==> config.mk <==
export PLATFORM = sky130hd
export DESIGN_NAME = phys_reg_budget
export DESIGN_NICKNAME = d
export VERILOG_FILES = /design/src/rtl/prt_pkg.sv /design/src/rtl/prt_cost_map.sv /design/src/rtl/prt_file_sum.sv /design/src/rtl/prt_health_fsm.sv /design/src/rtl/phys_reg_budget.sv
export SDC_FILE = /design/constraint.sdc
export NUM_CORES = 1
export LEC_CHECK = 0
export ABC_AREA = 1
export BUFFER_PORTS_ARGS = -buffer_cell sky130_fd_sc_hd__buf_2
export CORE_MARGIN = 8
export CORE_UTILIZATION = 50
export DETAILED_ROUTE_END_ITERATION = 12
export PLACE_DENSITY = 0.66
export SLEW_MARGIN = 40
export SYNTH_ARGS = -nofsm -noshare
export SYNTH_HDL_FRONTEND = slang
export SYNTH_SLANG_ARGS = --single-unit
==> constraint.sdc <==
create_clock -name clk -period 8.7 [get_ports clk]
set_input_delay 0.435 -clock clk [delete_from_list [all_inputs] [get_ports clk]]
set_output_delay 0.435 -clock clk [all_outputs]
set_load 0.01 [all_outputs]
==> src/rtl/prt_pkg.sv <==
package prt_pkg;

    typedef enum logic [1:0] {
        HS_CLEAN   = 2'd0,
        HS_CFG_BAD = 2'd1,
        HS_UFLOW   = 2'd2,
        HS_BOTH    = 2'd3
    } health_e;

endpackage

==> src/rtl/prt_cost_map.sv <==
// Static lookup: register ID -> (owning file, allocation cost).
// The lowest-numbered matching range wins; no match gives file 0, cost 1.
module prt_cost_map #(
    parameter int ID_W       = 6,
    parameter int FILE_W     = 2,
    parameter int COST_W     = 2,
    parameter int NUM_RANGES = 4,
    parameter int RANGE_LO   [NUM_RANGES] = '{16, 32, 48, 56},
    parameter int RANGE_HI   [NUM_RANGES] = '{31, 47, 55, 63},
    parameter int RANGE_FILE [NUM_RANGES] = '{1, 1, 2, 3},
    parameter int RANGE_COST [NUM_RANGES] = '{1, 2, 1, 1}
) (
    input  logic [ID_W-1:0]   id_i,
    output logic [FILE_W-1:0] file_o,
    output logic [COST_W-1:0] cost_o
);

    always_comb begin
        file_o = '0;
        cost_o = COST_W'(1);
        for (int r = NUM_RANGES - 1; r >= 0; r--) begin
            if (int'(id_i) >= RANGE_LO[r] && int'(id_i) <= RANGE_HI[r]) begin
                file_o = FILE_W'(RANGE_FILE[r]);
                cost_o = COST_W'(RANGE_COST[r]);
            end
        end
    end

endmodule

==> src/rtl/prt_file_sum.sv <==
// Adds the cost of every valid lane into its owning file and into file 0.
module prt_file_sum #(
    parameter int NUM_FILES = 4,
    parameter int LANES     = 4,
    parameter int FILE_W    = 2,
    parameter int COST_W    = 2,
    parameter int REQ_W     = 5
) (
    input  logic [LANES-1:0]                 vld_i,
    input  logic [LANES-1:0][FILE_W-1:0]     file_i,
    input  logic [LANES-1:0][COST_W-1:0]     cost_i,
    output logic [NUM_FILES-1:0][REQ_W-1:0]  sum_o
);

    always_comb begin
        sum_o = '0;
        for (int l = 0; l < LANES; l++) begin
            if (vld_i[l]) begin
                sum_o[0] = sum_o[0] + REQ_W'(cost_i[l]);
                if (file_i[l] != '0 && int'(file_i[l]) < NUM_FILES) begin
                    sum_o[file_i[l]] = sum_o[file_i[l]] + REQ_W'(cost_i[l]);
                end
            end
        end
    end

endmodule

==> src/rtl/prt_health_fsm.sv <==
// Sticky fault tracking: oversize query and count underflow.
module prt_health_fsm
    import prt_pkg::*;
(
    input  logic clk,
    input  logic rst_n,
    input  logic cfg_hit_i,
    input  logic uflow_hit_i,
    output logic cfg_err_o,
    output logic uflow_err_o
);

    health_e state_q;
    health_e state_d;

    always_ff @(posedge clk) begin
        if (!rst_n) begin
            state_q <= HS_CLEAN;
        end else begin
            state_q <= state_d;
        end
    end

    always_comb begin
        state_d = state_q;
        unique case (state_q)
            HS_CLEAN: begin
                if (cfg_hit_i && uflow_hit_i) begin
                    state_d = HS_BOTH;
                end else if (cfg_hit_i) begin
                    state_d = HS_CFG_BAD;
                end else if (uflow_hit_i) begin
                    state_d = HS_UFLOW;
                end
            end
            HS_CFG_BAD: begin
                if (uflow_hit_i) begin
                    state_d = HS_BOTH;
                end
            end
            HS_UFLOW: begin
                if (cfg_hit_i) begin
                    state_d = HS_BOTH;
                end
            end
            HS_BOTH: begin
                state_d = HS_BOTH;
            end
            default: begin
                state_d = HS_CLEAN;
            end
        endcase
    end

    always_comb begin
        cfg_err_o   = 1'b0;
        uflow_err_o = 1'b0;
        unique case (state_q)
            HS_CLEAN:   begin end
            HS_CFG_BAD: cfg_err_o = 1'b1;
            HS_UFLOW:   uflow_err_o = 1'b1;
            HS_BOTH: begin
                cfg_err_o   = 1'b1;
                uflow_err_o = 1'b1;
            end
            default:    begin end
        endcase
    end

endmodule

==> src/rtl/phys_reg_budget.sv <==
module phys_reg_budget #(
    parameter int NUM_FILES  = 4,
    parameter int NUM_ARCH   = 64,
    parameter int CNT_W      = 8,
    parameter int MAX_DST    = 4,
    parameter int COST_W     = 2,
    parameter int NUM_RANGES = 4,
    parameter int FILE_CAP   [NUM_FILES]  = '{96, 72, 32, 0},
    parameter int RANGE_LO   [NUM_RANGES] = '{16, 32, 48, 56},
    parameter int RANGE_HI   [NUM_RANGES] = '{31, 47, 55, 63},
    parameter int RANGE_FILE [NUM_RANGES] = '{1, 1, 2, 3},
    parameter int RANGE_COST [NUM_RANGES] = '{1, 2, 1, 1}
) (
    input  logic                                        clk,
    input  logic                                        rst_n,
    input  logic [MAX_DST-1:0]                          alloc_vld,
    input  logic [MAX_DST-1:0][$clog2(NUM_ARCH)-1:0]    alloc_id,
    input  logic [MAX_DST-1:0]                          free_vld,
    input  logic [MAX_DST-1:0][$clog2(NUM_ARCH)-1:0]    free_id,
    input  logic [MAX_DST-1:0]                          qry_vld,
    input  logic [MAX_DST-1:0][$clog2(NUM_ARCH)-1:0]    qry_id,
    output logic [NUM_FILES-1:0]                        qry_stall,
    output logic                                        cfg_err,
    output logic                                        uflow_err
);

    localparam int ID_W   = $clog2(NUM_ARCH);
    localparam int FILE_W = (NUM_FILES > 1) ? $clog2(NUM_FILES) : 1;
    localparam int REQ_W  = COST_W + $clog2(MAX_DST + 1);
    localparam int WIDE_W = CNT_W + REQ_W + 1;
    localparam logic [WIDE_W-1:0] CNT_MAX = WIDE_W'((64'd1 << CNT_W) - 64'd1);

    // Per-lane lookups for the three groups.
    logic [MAX_DST-1:0][FILE_W-1:0] a_file, f_file, q_file;
    logic [MAX_DST-1:0][COST_W-1:0] a_cost, f_cost, q_cost;

    for (genvar g = 0; g < MAX_DST; g++) begin : g_lane
        prt_cost_map #(
            .ID_W(ID_W), .FILE_W(FILE_W), .COST_W(COST_W), .NUM_RANGES(NUM_RANGES),
            .RANGE_LO(RANGE_LO), .RANGE_HI(RANGE_HI),
            .RANGE_FILE(RANGE_FILE), .RANGE_COST(RANGE_COST)
        ) u_map_alloc (
            .id_i(alloc_id[g]), .file_o(a_file[g]), .cost_o(a_cost[g])
        );
        prt_cost_map #(
            .ID_W(ID_W), .FILE_W(FILE_W), .COST_W(COST_W), .NUM_RANGES(NUM_RANGES),
            .RANGE_LO(RANGE_LO), .RANGE_HI(RANGE_HI),
            .RANGE_FILE(RANGE_FILE), .RANGE_COST(RANGE_COST)
        ) u_map_free (
            .id_i(free_id[g]), .file_o(f_file[g]), .cost_o(f_cost[g])
        );
        prt_cost_map #(
            .ID_W(ID_W), .FILE_W(FILE_W), .COST_W(COST_W), .NUM_RANGES(NUM_RANGES),
            .RANGE_LO(RANGE_LO), .RANGE_HI(RANGE_HI),
            .RANGE_FILE(RANGE_FILE), .RANGE_COST(RANGE_COST)
        ) u_map_qry (
            .id_i(qry_id[g]), .file_o(q_file[g]), .cost_o(q_cost[g])
        );
    end

    // Per-file cost totals for each group.
    logic [NUM_FILES-1:0][REQ_W-1:0] a_sum, f_sum, q_sum;

    prt_file_sum #(
        .NUM_FILES(NUM_FILES), .LANES(MAX_DST), .FILE_W(FILE_W),
        .COST_W(COST_W), .REQ_W(REQ_W)
    ) u_sum_alloc (
        .vld_i(alloc_vld), .file_i(a_file), .cost_i(a_cost), .sum_o(a_sum)
    );

    prt_file_sum #(
        .NUM_FILES(NUM_FILES), .LANES(MAX_DST), .FILE_W(FILE_W),
        .COST_W(COST_W), .REQ_W(REQ_W)
    ) u_sum_free (
        .vld_i(free_vld), .file_i(f_file), .cost_i(f_cost), .sum_o(f_sum)
    );

    prt_file_sum #(
        .NUM_FILES(NUM_FILES), .LANES(MAX_DST), .FILE_W(FILE_W),
        .COST_W(COST_W), .REQ_W(REQ_W)
    ) u_sum_qry (
        .vld_i(qry_vld), .file_i(q_file), .cost_i(q_cost), .sum_o(q_sum)
    );

    // Used counters, netting allocation against release.
    logic [CNT_W-1:0]     used_q [NUM_FILES];
    logic [CNT_W-1:0]     used_d [NUM_FILES];
    logic [NUM_FILES-1:0] uflow_vec;
    logic [NUM_FILES-1:0] cfg_vec;

    for (genvar f = 0; f < NUM_FILES; f++) begin : g_file
        localparam logic [WIDE_W-1:0] CAP = WIDE_W'(FILE_CAP[f]);
        localparam bit BOUNDED = (FILE_CAP[f] != 0);

        logic [WIDE_W-1:0] base, grown, rel, diff, need, ask;
        logic              asked;

        assign base  = WIDE_W'(used_q[f]);
        assign grown = base + WIDE_W'(a_sum[f]);
        assign rel   = WIDE_W'(f_sum[f]);
        assign diff  = grown - rel;
        assign ask   = WIDE_W'(q_sum[f]);
        assign need  = base + ask;
        assign asked = (q_sum[f] != '0);

        assign uflow_vec[f] = (grown < rel);
        assign used_d[f]    = (grown < rel)   ? '0 :
                              (diff > CNT_MAX) ? '1 : diff[CNT_W-1:0];

        assign qry_stall[f] = BOUNDED && asked && (CAP < need);
        assign cfg_vec[f]   = BOUNDED && asked && (CAP < ask);
    end

    always_ff @(posedge clk) begin
        for (int f = 0; f < NUM_FILES; f++) begin
            if (!rst_n) begin
                used_q[f] <= '0;
            end else begin
                used_q[f] <= used_d[f];
            end
        end
    end

    prt_health_fsm u_health (
        .clk         (clk),
        .rst_n       (rst_n),
        .cfg_hit_i   (|cfg_vec),
        .uflow_hit_i (|uflow_vec),
        .cfg_err_o   (cfg_err),
        .uflow_err_o (uflow_err)
    );

endmodule

==> results.sh, run 1 <==
export IMPL_route_detailed_vias_per_inst=5.139
export IMPL_synth_most_common_cell="sky130_fd_sc_hd__nand2_1"
export IMPL_worst_endpoint_required_ns=8.86
export IMPL_floorplan_die_height_microns=150.0
export IMPL_grt_overflow_total=0
export IMPL_drtAntennaViolNets=0
export IMPL_pwr_share_comb_pct=77.2
export IMPL_clockPowerShare_pct=8.3
export IMPL_dr_total_vias=9405
export IMPL_final_min_period_over_clock_period_pct=89.53
export IMPL_switching_portion_of_total_power_pct=52.96
export IMPL_final_min_clock_period_ns=7.789
export IMPL_setup_worst_path_class="input pin to flip-flop"
export IMPL_finalPower_uw=1976
export IMPL_synth_async_sr_flop_share_pct=0
export IMPL_global_route_usage_total_pct=20.88
export IMPL_initial_utilization_pct=50.52
export IMPL_cp_common_cell="sky130_fd_sc_hd__inv_1"
export IMPL_floorplan_core_area_sq_um=17780
export IMPL_final_nets=1810
export IMPL_dr_first_iter_drc_count=420
export IMPL_tritoncts="done"
export IMPL_power_share_sequential_pct=14.5
export IMPL_cts_sink_count=34
export IMPL_p_sw_uw=1046
export IMPL_worstMarginPinSlew_ns=0.7246
export IMPL_avgSynthCellArea_sq_um=5.818
export IMPL_clock_insertion_delay_worst_skew_ns=0.28
export IMPL_routed_wl_mm=23.39
export IMPL_ctsRootBufferMaster="sky130_fd_sc_hd__clkbuf_16"
export IMPL_finalMaxSlewViolations=0
export IMPL_crit_start_category="input pin"
export IMPL_rsz0062_at_grt="no"
export IMPL_synth_top_cell_area_share_pct=15.67
export IMPL_max_clock_freq_mhz=128.4
export IMPL_reg_area_sq_um=680.7
export IMPL_mappedNetlistArea_sq_um=8982
export IMPL_critPathSlowestCell="sky130_fd_sc_hd__fa_1"
export IMPL_yosys_register_bits=34
export IMPL_grt_pass1_vias=8664
export IMPL_clk_pin_slew_ns=0.06
export IMPL_class_of_the_tightest_hold_or_removal_check="flip-flop to flip-flop"
export IMPL_io_pins=92
export IMPL_maxSlewHeadroom_pct=51.32
export IMPL_synth_enable_flop_cells=0
export IMPL_vdd_drop_max_mv=0.1752
export IMPL_synth_warnings=0
export IMPL_ys_top_cells_by_area="sky130_fd_sc_hd__nand2_1 16%, sky130_fd_sc_hd__inv_1 13%, sky130_fd_sc_hd__ha_1 13%, sky130_fd_sc_hd__dfxtp_1 7.6%, sky130_fd_sc_hd__nand3_1 6.8%"
export IMPL_synth_top_flop_cell="sky130_fd_sc_hd__dfxtp_1"
export IMPL_status="completed"
export IMPL_drt_pass1_iterations=5
export IMPL_finalSetupViolCount=0
export IMPL_post_cts_resized_instances=0
export IMPL_share_of_final_layout_standard_cells_stronger_than_drive_strength_1_pct=8.807
export IMPL_postCtsHoldBufs=0
export IMPL_design_area_sq_um=9656
export IMPL_multiInputGateArea_sq_um=7041
export IMPL_post_cts_repair_setup_buffers=0
export IMPL_timing_critical_path_arrival_ns=7.95
export IMPL_dpl_cell_area_sq_um=9520
export IMPL_grt_pass1_wl_mm=39.34
export IMPL_maxCapViolCount=0
export IMPL_ys_seq_area_share_pct=7.578
export IMPL_path_max_fanout=5
export IMPL_tritoncts_buffer_count=5
export IMPL_gp_congestion=0.9591
export IMPL_syn_nets=1753
export IMPL_netlist_instances=1544
export IMPL_setup_total_negative_slack_ns=0
export IMPL_leakagePower_uw=0.005395
export IMPL_yosys_top_cells_count="375 x sky130_fd_sc_hd__nand2_1, 316 x sky130_fd_sc_hd__inv_1, 123 x sky130_fd_sc_hd__nor2_1, 122 x sky130_fd_sc_hd__nand3_1, 104 x sky130_fd_sc_hd__o21ai_0"
export IMPL_antenna_found_initial=0
export IMPL_dieWidth_microns=150.0
export IMPL_antennaDiodeCount=0
export IMPL_hold_viol=0
export IMPL_synth_distinct_cells=51
export IMPL_io_buffer_count=54
export IMPL_clock_tree_buffer_depth=2
export IMPL_fill_cells=1944
export IMPL_cts_max_level=2
export IMPL_power_per_cell_area_nw_per_um2=204.6
export IMPL_worst_case_clock_skew_ns=0.009148
export IMPL_routed_wire_length_per_instance_microns=12.78
export IMPL_grt_max_degree=12
export IMPL_std_cell_rows=49
export IMPL_dieArea_sq_um=22510
export IMPL_post_synth_top_area_cell="sky130_fd_sc_hd__nand2_1"
export IMPL_setup_worst_path_end_class="flip-flop"
export IMPL_max_stage_delay_ns=0.56
export IMPL_place_hpwl_mm=20.60
export IMPL_layout_area_overhead_vs_synth_pct=7.494
export IMPL_p_int_uw=929.4
export IMPL_drcViolationCount=0
[cell families after synthesis]
group	Yosys count	synth area share [%]
AND/OR/NAND/NOR	722	35.53
buffers and inverters	335	14.04
AO/OA/AOI/OAI	266	16.99
adder cells (fa/ha/maj)	123	19.56
XOR/XNOR	61	6.031
flip-flops	34	7.578
multiplexers	2	0.2229
other	1	0.04175
[through the flow]
stage	worst slack [ns]	util [%]	hold WS [ns]	std cells
finish	0.9106	54.31	0.4273	1830
global route	0.2133	54.31	0.4399	1830
CTS	0.8504	54.31	0.4262	1830
detailed placement	0.6042	53.55	0.4156	1823
global placement	0.7864	53.55	0.4101	1823
floorplan	1.812	-	0.4059	1544
[critical path: cells and delay by family]
family	cells	cell delay, ns
xor gates and xnor gates	1	0.19
AOI/OAI and AO/OA	12	2.39
and+or+nand+nor	9	1.38
buffers and inverters	8	0.62
adders and majority gates	7	2.92
[layer usage]
layer  share of wire, %  GRT usage, %  up-vias
li1                   -             -     5060
met1                 48         27.77     4142
met2                 47         36.17      178
met3                3.7         1.028       25
met4                1.7         5.247        0
met5                  0             0        -
[placed cells by master (no fill, tap or decap), types with 6 or more instances in the layout]
| cell type | instances |
|---|---|
| sky130_fd_sc_hd__a21o_1 | 6 |
| sky130_fd_sc_hd__a21oi_1 | 83 |
| sky130_fd_sc_hd__buf_2 | 54 |
| sky130_fd_sc_hd__dfxtp_1 | 34 |
| sky130_fd_sc_hd__fa_1 | 29 |
| sky130_fd_sc_hd__ha_1 | 94 |
| sky130_fd_sc_hd__inv_1 | 316 |
| sky130_fd_sc_hd__inv_2 | 14 |
| sky130_fd_sc_hd__nand2_1 | 375 |
| sky130_fd_sc_hd__nand2_2 | 22 |
| sky130_fd_sc_hd__nand3_1 | 122 |
| sky130_fd_sc_hd__nand3_2 | 9 |
| sky130_fd_sc_hd__nand3b_1 | 7 |
| sky130_fd_sc_hd__nand4_1 | 6 |
| sky130_fd_sc_hd__nor2_1 | 123 |
| sky130_fd_sc_hd__nor2_2 | 6 |
| sky130_fd_sc_hd__nor3_1 | 24 |
| sky130_fd_sc_hd__o211ai_1 | 7 |
| sky130_fd_sc_hd__o21ai_0 | 104 |
| sky130_fd_sc_hd__o21ai_1 | 8 |
| sky130_fd_sc_hd__o22ai_1 | 11 |
| sky130_fd_sc_hd__o31ai_1 | 11 |
| sky130_fd_sc_hd__or2_2 | 11 |
| sky130_fd_sc_hd__xnor2_1 | 24 |
| sky130_fd_sc_hd__xor2_1 | 36 |
[sequential cells by signal, indices dropped and copies added, names as in the netlist]
name / count
used_q: 32
u_health.state_q: 2
[power groups by stage]
stage	Combinational [uW]	Clock, uW	Sequential (uW)
after floorplan	1220	0	267
after global placement	1500	0	288
after detailed placement	1520	0	288
after CTS	1530	168	286
after global routing	1780	175	294
final	1530	164	286
[path summary, 6_finish.rpt]
kind	cells after the start	endpoint	slack (ns)	start
setup / recovery	37	used_q[1][5]	0.91	alloc_id[5]
hold / removal	2	u_health.state_q[0]	0.43	u_health.state_q[0]
setup reg to reg	15	used_q[0][5]	5.02	used_q[0][0]
hold reg to reg	2	u_health.state_q[0]	0.43	u_health.state_q[0]
[area by class of cell]
type	count	share of cell area (%)
Tap cell	229	2.967
Sequential cell	34	7.049
Timing Repair Buffer	54	2.799
Clock buffer	5	1.296
Multi-Input combinational cell	1175	72.92
Inverter	331	12.87
Clock inverter	2	0.1037
Power figures use the tool's default switching activity.
==> run 2: changes to the inputs <==
--- a/config.mk
+++ b/config.mk
@@ -8,9 +8,9 @@
 export ABC_AREA = 1
 export BUFFER_PORTS_ARGS = -buffer_cell sky130_fd_sc_hd__buf_2
 export CORE_MARGIN = 8
-export CORE_UTILIZATION = 50
+export CORE_UTILIZATION = 30
 export DETAILED_ROUTE_END_ITERATION = 12
-export PLACE_DENSITY = 0.66
+export PLACE_DENSITY = 0.43
 export SLEW_MARGIN = 40
 export SYNTH_ARGS = -nofsm -noshare
 export SYNTH_HDL_FRONTEND = slang
==> results.sh, run 2 (synthesized netlist as in run 1, its figures left out) <==
export IMPL_status="completed"
export IMPL_max_clock_freq_mhz=129.5
export IMPL_switching_portion_of_total_power_pct=53.42
export IMPL_finalMaxSlewViolations=0
export IMPL_worstMarginPinSlew_ns=0.7613
export IMPL_final_cell_mix="375 x sky130_fd_sc_hd__nand2_1, 316 x sky130_fd_sc_hd__inv_1, 123 x sky130_fd_sc_hd__nor2_1"
export IMPL_hp_start="rst_n"
export IMPL_timing_critical_path_arrival_ns=7.90
export IMPL_cp_common_cell="sky130_fd_sc_hd__inv_1"
export IMPL_grt_overflow_total=0
export IMPL_instances_no_fill=1994
export IMPL_layout_area_overhead_vs_synth_pct=10.08
export IMPL_floorplan_die_height_microns=189.0
export IMPL_drtAntennaViolNets=0
export IMPL_clock_insertion_delay_worst_skew_ns=0.29
export IMPL_setup_worst_path_class="input pin to flip-flop"
export IMPL_power_per_cell_area_nw_per_um2=203.9
export IMPL_maxCapViolCount=0
export IMPL_leakagePower_uw=0.005409
export IMPL_floorplan_core_area_sq_um=29560
export IMPL_drcViolationCount=0
export IMPL_final_nets=1812
export IMPL_worst_setup_path_startpoint="alloc_id[5]"
export IMPL_class_of_the_tightest_hold_or_removal_check="input pin to flip-flop"
export IMPL_power_share_sequential_pct=14.0
export IMPL_cts_max_level=2
export IMPL_grt_pass1_vias=8972
export IMPL_path_max_fanout=5
export IMPL_maxSlewHeadroom_pct=48.71
export IMPL_clock_tree_buffer_depth=2
export IMPL_place_hpwl_mm=23.30
export IMPL_p_int_uw=939.2
export IMPL_cts_sink_count=34
export IMPL_largest_register_ff_count=32
export IMPL_tritoncts="done"
export IMPL_dr_first_iter_drc_count=487
export IMPL_postCtsHoldBufs=0
export IMPL_mostFrequentLayoutCell="sky130_fd_sc_hd__nand2_1"
export IMPL_grt_met2_usage_pct=24.36
export IMPL_io_pins=92
export IMPL_std_cell_rows=63
export IMPL_gr_max_usage_layer="met2"
export IMPL_tritoncts_buffer_count=5
export IMPL_r2r_setup_slk_ns=5.20
export IMPL_fill_cells=3352
export IMPL_post_cts_resized_instances=0
export IMPL_detailedPlace_worstSlack_ns=0.5813
export IMPL_io_buffer_count=54
export IMPL_post_place_cells=1986
export IMPL_gp_congestion=0.8649
export IMPL_final_min_clock_period_ns=7.722
export IMPL_setup_worst_path_end_class="flip-flop"
export IMPL_pwr_share_comb_pct=76.7
export IMPL_worst_endpoint_required_ns=8.88
export IMPL_finalPower_uw=2016
export IMPL_layout_top_registers="used_q (32), u_health.state_q (2)"
export IMPL_worst_case_clock_skew_ns=0.01093
export IMPL_dr_total_vias=9303
export IMPL_critPathSlowestCell="sky130_fd_sc_hd__fa_1"
export IMPL_dieArea_sq_um=35730
export IMPL_final_min_period_over_clock_period_pct=88.76
export IMPL_routed_wire_length_per_instance_microns=13.13
export IMPL_grt_max_degree=12
export IMPL_grt_pass1_wl_mm=43.08
export IMPL_hold_viol=0
export IMPL_ctsRootBufferMaster="sky130_fd_sc_hd__clkbuf_16"
export IMPL_clockPowerShare_pct=9.2
export IMPL_setup_total_negative_slack_ns=0
export IMPL_dieWidth_microns=189.0
export IMPL_initial_utilization_pct=30.39
export IMPL_antennaDiodeCount=0
export IMPL_global_route_usage_total_pct=14.47
export IMPL_routed_wl_mm=26.18
export IMPL_clk_pin_slew_ns=0.06
export IMPL_post_cts_repair_setup_buffers=0
export IMPL_share_of_final_layout_standard_cells_stronger_than_drive_strength_1_pct=8.978
export IMPL_vdd_drop_max_mv=0.07861
export IMPL_drt_pass1_iterations=5
export IMPL_max_stage_delay_ns=0.55
export IMPL_route_detailed_vias_per_inst=4.665
export IMPL_crit_start_category="input pin"
export IMPL_finalSetupViolCount=0
export IMPL_r2r_start="used_q[0][0]"
export IMPL_rsz0062_at_grt="no"
export IMPL_timing_final_ws_setup_ns=0.9781
export IMPL_globalRouteMet3Util_pct=1.619
export IMPL_largest_register="used_q"
export IMPL_antenna_found_initial=0
export IMPL_p_sw_uw=1077
export IMPL_grt_util_met1_pct=20.11
==> run 2: cell types whose count changed in the layout (fill, tap and decap cells not counted) <==
cell,previous run,this run
sky130_fd_sc_hd__buf_4,0,2
sky130_fd_sc_hd__clkbuf_8,0,1
sky130_fd_sc_hd__clkinv_2,2,1
sky130_fd_sc_hd__clkinvlp_4,0,1
==> run 2: layer usage <==
layer	part of all wire [%]	routed length [microns]	vias to the layer above
li1	-	-	5066
met1	51	13310	4104
met2	46	11950	122
met3	2.9	762	11
met4	0.60	158	0
met5	0	0	-
==> run 2: worst paths after layout <==
| kind | endpoint | depth (start not counted) |
|---|---|---|
| max | used_q[1][5] | 37 |
| min reg2reg | u_health.state_q[0] | 2 |
| min | u_health.state_q[0] | 3 |
| max reg2reg | used_q[0][5] | 15 |
==> run 2: area by class of cell <==
| cell class | count | area (sq um) | area share [%] |
|---|---|---|---|
| multi-input combinational | 1175 | 7041 | 71.20 |
| inverter | 331 | 1242 | 12.56 |
| sequential | 34 | 680.7 | 6.883 |
| tap | 390 | 488.0 | 4.935 |
| timing repair buffer | 56 | 285.3 | 2.885 |
| clock buffer | 6 | 138.9 | 1.405 |
| clock inverter | 2 | 12.51 | 0.1265 |
==> run 2: stage by stage <==
step,area (sq um),utilization [%],hold WS (ns)
CTS,9888,33.45,0.4376
detailed placement,9737,32.94,0.4511
floorplan,8982,-,0.4059
finish,9888,33.45,0.4372
global placement,9737,32.94,0.4459
global route,9888,33.45,0.4378
==> run 2: worst max-delay path, delay by kind of cell <==
kind / cells / cell delay [ns]
fa+ha+maj: 7 / 2.91
compound gates: 11 / 2.41
simple gates: 10 / 1.36
buf+inv: 8 / 0.60
xor+xnor: 1 / 0.19
==> run 2: power by group through the flow <==
stage	clock, uW	sequential, uW	combinational [uW]
floorplan	0	267	1220
global placement	0	287	1560
detailed placement	0	286	1560
CTS	192	283	1570
global route	199	290	1800
finish	186	283	1550
